File: src/rtl/ctxcol_pkg.sv
package ctxcol_pkg;

   typedef enum logic {
      PLANE_A = 1'b0,
      PLANE_B = 1'b1
   } plane_e;

   function automatic plane_e other_plane(input plane_e p);
      return (p == PLANE_A) ? PLANE_B : PLANE_A;
   endfunction

endpackage

File: src/rtl/ctxcol_bitcell.sv
module ctxcol_bitcell
   import ctxcol_pkg::*;
(
   input  logic   clk,
   input  logic   rst_n,
   input  plane_e act_plane,
   input  logic   fd,
   input  logic   sin,
   input  logic   shift,
   output logic   q,
   output logic   hq
);

   logic ff_a;
   logic ff_b;

   always_ff @(posedge clk) begin
      if (!rst_n) begin
         ff_a <= 1'b0;
         ff_b <= 1'b0;
      end else if (act_plane == PLANE_A) begin
         ff_a <= fd;
         if (shift) ff_b <= sin;
      end else begin
         ff_b <= fd;
         if (shift) ff_a <= sin;
      end
   end

   assign q  = (act_plane == PLANE_A) ? ff_a : ff_b;
   assign hq = (act_plane == PLANE_A) ? ff_b : ff_a;

endmodule

File: src/rtl/ctxcol_ctrl.sv
module ctxcol_ctrl
   import ctxcol_pkg::*;
(
   input  logic   clk,
   input  logic   rst_n,
   input  logic   swap_req,
   input  logic   shift_busy,
   output plane_e act_plane,
   output logic   swap_rej
);

   logic accept;
   assign accept = swap_req & ~shift_busy;

   always_ff @(posedge clk) begin
      if (!rst_n) begin
         act_plane <= PLANE_A;
         swap_rej  <= 1'b0;
      end else begin
         if (accept) act_plane <= other_plane(act_plane);
         swap_rej <= swap_req & shift_busy;
      end
   end

endmodule

File: src/rtl/ctxcol_column.sv
module ctxcol_column
   import ctxcol_pkg::*;
#(
   parameter int WIDTH        = 8,
   parameter bit SCAN_OUT_MSB = 1'b1
) (
   input  logic             clk,
   input  logic             rst_n,
   input  logic [WIDTH-1:0] func_d,
   output logic [WIDTH-1:0] func_q,
   input  logic             scan_in,
   input  logic             scan_en,
   output logic             scan_out,
   input  logic             swap,
   output logic             swap_rej,
   output logic             plane_sel
);

   localparam int LAST = WIDTH - 1;

   if (WIDTH < 2) begin : g_bad_width
      $error("ctxcol_column: WIDTH must be at least 2");
   end

   plane_e           act_plane;
   logic [WIDTH:0]   chain;

   ctxcol_ctrl u_ctrl (
      .clk        (clk),
      .rst_n      (rst_n),
      .swap_req   (swap),
      .shift_busy (scan_en),
      .act_plane  (act_plane),
      .swap_rej   (swap_rej)
   );

   assign chain[0] = scan_in;

   for (genvar p = 0; p < WIDTH; p++) begin : g_cell
      localparam int IDX = SCAN_OUT_MSB ? p : (LAST - p);
      ctxcol_bitcell u_cell (
         .clk       (clk),
         .rst_n     (rst_n),
         .act_plane (act_plane),
         .fd        (func_d[IDX]),
         .sin       (chain[p]),
         .shift     (scan_en),
         .q         (func_q[IDX]),
         .hq        (chain[p+1])
      );
   end

   assign scan_out  = chain[WIDTH];
   assign plane_sel = act_plane;

endmodule

File: config.mk
export PLATFORM = sky130hd
export DESIGN_NAME = ctxcol_column
export DESIGN_NICKNAME = d
export VERILOG_FILES = /design/src/rtl/ctxcol_pkg.sv /design/src/rtl/ctxcol_bitcell.sv /design/src/rtl/ctxcol_ctrl.sv /design/src/rtl/ctxcol_column.sv
export SDC_FILE = /design/constraint.sdc
export NUM_CORES = 1
export LEC_CHECK = 0
export CAP_MARGIN = 30
export CORE_MARGIN = 10
export CORE_UTILIZATION = 46
export CTS_CLUSTER_DIAMETER = 80
export DETAILED_ROUTE_END_ITERATION = 16
export DONT_BUFFER_PORTS = 1
export GPL_ROUTABILITY_DRIVEN = 0
export GPL_TIMING_DRIVEN = 0
export SYNTH_ARGS = -nofsm -noshare
export SYNTH_HDL_FRONTEND = slang
export SYNTH_SLANG_ARGS = --single-unit
File: constraint.sdc
create_clock -name clk -period 1.78 [get_ports clk]
set_clock_uncertainty 0.05 [all_clocks]
set_input_delay 0.089 -clock clk [delete_from_list [all_inputs] [get_ports clk]]
set_output_delay 0.089 -clock clk [all_outputs]
set_load 0.01 [all_outputs]
# Yosys cells after proc, flatten, opt, wreduce, memory -nomap -nowiden
# Cells that the tools add are included.
# W data, S select, Z words.
# totals
output_inout_bits,11
ff_bits,18
in_bits,13
wordCells,64
# op_classes
eq_ne,1
mux,41
n_bitwise,3
n_reduce_logical,1
# ops
operator,n
$mux W1,41
$and A1 B1 Y1,2
$ne A2 B2 Y1 const B,1
$reduce_bool A2 Y1,1
$not A1 Y1,1

# Logic depth before layout (Yosys ltp)
# logic_depth
ltp_word,3
mapped_depth,5
depth_no_buf,3

# Cells and area by module
# A second synthesis with hierarchy kept.
# hier_totals
hier_cells,87
area_unflattened_um2,954.7
# by_module_without_submodules
module,instances,seq_area_each_um2,cells_each,area_each_um2
ctxcol_bitcell,8,40.0,10,110.1
ctxcol_ctrl,1,40.0,7,73.8

# Worst setup path before layout
# Ideal clock, no wire load.
# synth_path
path_kind,flip-flop to output port
from,register u_ctrl.act_plane
to,output func_q[2]
t_required_ns,1.641
path_buffers,3
setup_slack_ns,0.551
path_stages_with_launch,5
arrival_time_ns,1.090
path_cell_list,dfxtp_1 > buf_6 > buf_6 > mux2_2 > buf_4
# synth_between
elab_chain_len,1
# synth_rtl
item,line,text
start: declaration,ctxcol_ctrl.sv:8,"output plane_e act_plane,"
start signal: assignment,ctxcol_ctrl.sv:20,if (accept) act_plane <= other_plane(act_plane);
$mux W1,ctxcol_bitcell.sv:30,assign q = (act_plane == PLANE_A) ? ff_a : ff_b;
end: declaration,ctxcol_column.sv:10,"output logic [WIDTH-1:0] func_q,"
# No other way between the ends.

# Worst setup path after layout
# layout_path
from,register u_ctrl.act_plane
to,output func_q[5]
# Same word-level chain as after synthesis.

==> metrics.txt <==
status finished, final reports clean; Tcrit/Tclk final 0.9257; wirelength, routed 2163 um; most frequent cells in the layout dfxtp_1 (18), mux2i_1 (16), o21ai_0 (16), a21oi_1 (16), dlygate4sd3_1 (13); first-pass GRT wire length 3463 um; core area 1962 um2; ant diodes 0; switching power share of the total 0.2822; vias in the first global route 725; vias 709; starting DRC count in detailed routing 17; sequential share of power 0.522; Routed Antenna Nets 0; Synth top area share 0.3799; Overall Power 0.8996 mW; largest net degree at the start of global routing 11; Max-slew headroom 0.8339; Chip Height 65.41 um; most common cell after layout, fill and taps aside dfxtp_1; synth warn 0; Int Pwr 0.6457 mW; fmax 0.6069 GHz; Mapped Area 948.4 um2; Setup Buffers After CTS 0; leading area contributor after synthesis dfxtp_1; TNS Setup 0 ns; CTS Buf Count 3; Crit. End Element primary output; Reg2Reg Depth 4; die area 4278 um2; top post-synthesis cells by area dfxtp_1 (38%), mux2i_1 (17%), mux2_2 (11%); I/O pin cnt 24; clock-pin slew of the registers on the worst-case setup and hold paths 0.10 ns; Power Density 792.7 nW/um2; die span in x 65.41 um; Clk pwr share 0.226; All-Layer GR Usage 0.1011; number of cells upsized or downsized after cts 0; Fillers 197; nets 126; clock sink count 18; Slew Viols, Final 0; wire per inst 15.67 um; CTS tree done; WP data required 1.64 ns; initial antenna violation count 0; syn_area_per_cell 9.983 um2; root buffer cell clkbuf_4; Yosys reg bits 18; Vias per Instance 5.138; worst endpoint data arrival time 1.51 ns; Cell variety after synth 14; grt total ovfl 0; Worst Path Class, Setup reg -> out; P_leak 0.4900 nW; final design utilization 0.5784; post-layout minimum cycle time 1.648 ns; P&R area growth vs syn 19.66%; cell count of the worst hold path 3; VDD IR-drop max 399.6 uV; Mapped Cells 95; P_sw 0.2539 mW; FP Rows 16; total iterations of the first detailed-routing run 4; worst-margin pin slew 0.2483 ns; share of post-route cells with drive strength above 1 0.2523; RSZ-0062 raised after global routing false; htree depth 1; DRC Markers 0; register area 360.3 um2; port buffer count 0; Worst Hold Class in -> reg; clk_lat worst skew 0.29 ns; Max Cap Viol 0; post-synthesis sequential area ratio 0.3799; starting density of the core 0.4834; final hold violations 0; final setup vio count 0; slack of the worst reg-to-reg path 0.17 ns; Worst setup SP type register; multi-input logic area 449.2 um2; CP max FO 10; Longest Clk Path Bufs 2; Syn Nets 108; combinational share of power 0.253
-- power by group through the flow --
| stage | registers (mW) | clock network [mW] | logic, mW |
|---|---|---|---|
| after floorplan | 0.469 | 0 | 0.174 |
| after global placement | 0.477 | 0 | 0.199 |
| after detailed placement | 0.478 | 0 | 0.202 |
| after CTS | 0.469 | 0.213 | 0.231 |
| after global routing | 0.474 | 0.225 | 0.250 |
| final | 0.469 | 0.203 | 0.227 |
-- synth_stat cells --
cell / instances
nor2b_1: 1
mux2_2: 9
buf_6: 4
buf_2: 2
buf_12: 1
a21oi_1: 16
and3_1: 1
xnor2_1: 1
o21ai_0: 16
and2_1: 1
buf_4: 8
inv_2: 1
dfxtp_1: 18
mux2i_1: 16
-- state kept, by name (all words and copies together), names as in the netlist --
signal,cells
g_cell.u_cell.ff_a,8
g_cell.u_cell.ff_b,8
u_ctrl.act_plane,1
u_ctrl.swap_rej,1
-- final cells by class --
class,count,share of cell area
Buffer,15,0.1191
Clock buffer,3,0.01985
Inverter,1,0.003308
Multi-Input combinational cell,61,0.3958
Sequential cell,18,0.3175
Tap cell,27,0.02977
Timing Repair Buffer,13,0.1147
-- worst max-delay path, stage by stage (launching register included) --
cell and delay, ns:
dfxtp_1 0.42, buf_6 0.17, buf_6 0.15, mux2_2 0.34, buf_4 0.14
-- path summary, 6_finish.rpt --
kind                          from                    end
min                          rst_n  g_cell[7].u_cell.ff_b
max reg2reg       u_ctrl.act_plane  g_cell[0].u_cell.ff_a
max               u_ctrl.act_plane              func_q[5]
min reg2reg  g_cell[7].u_cell.ff_a  g_cell[7].u_cell.ff_a
-- through the flow --
stage               setup slack (ns)  instances  instance area (um2)  hold slack [ns]
floorplan                     0.5511         95                948.4           0.1774
global placement              0.4601        122                982.2           0.1814
detailed placement            0.4454        122                982.2           0.1845
CTS                           0.1019        138                 1135          0.05651
global route                 0.05735        138                 1135          0.06539
finish                        0.1322        138                 1135          0.06629
-- cells by family after synthesis --
group / synth area share
buffers and inverters: 0.1464
multiplexers: 0.2757
flip-flops: 0.3800
AND/OR/NAND/NOR: 0.01980
AO/OA/AOI/OAI: 0.1689
XOR/XNOR: 0.009237
-- layer usage --
metal  vias up  global-route usage  part of all wire
li1        366                   -                 -
met1       324              0.1210              0.46
met2        17              0.1561              0.47
met3         2             0.03729             0.066
met4         0             0.04813            0.0060
met5         -                   0                 0
-- timing repair --
action                     in CTS  in global routing
hold buffers                   13                  0
setup endpoints to repair       0                  0
hold endpoints to repair       17                  0
(Power assumes the default switching activity.)
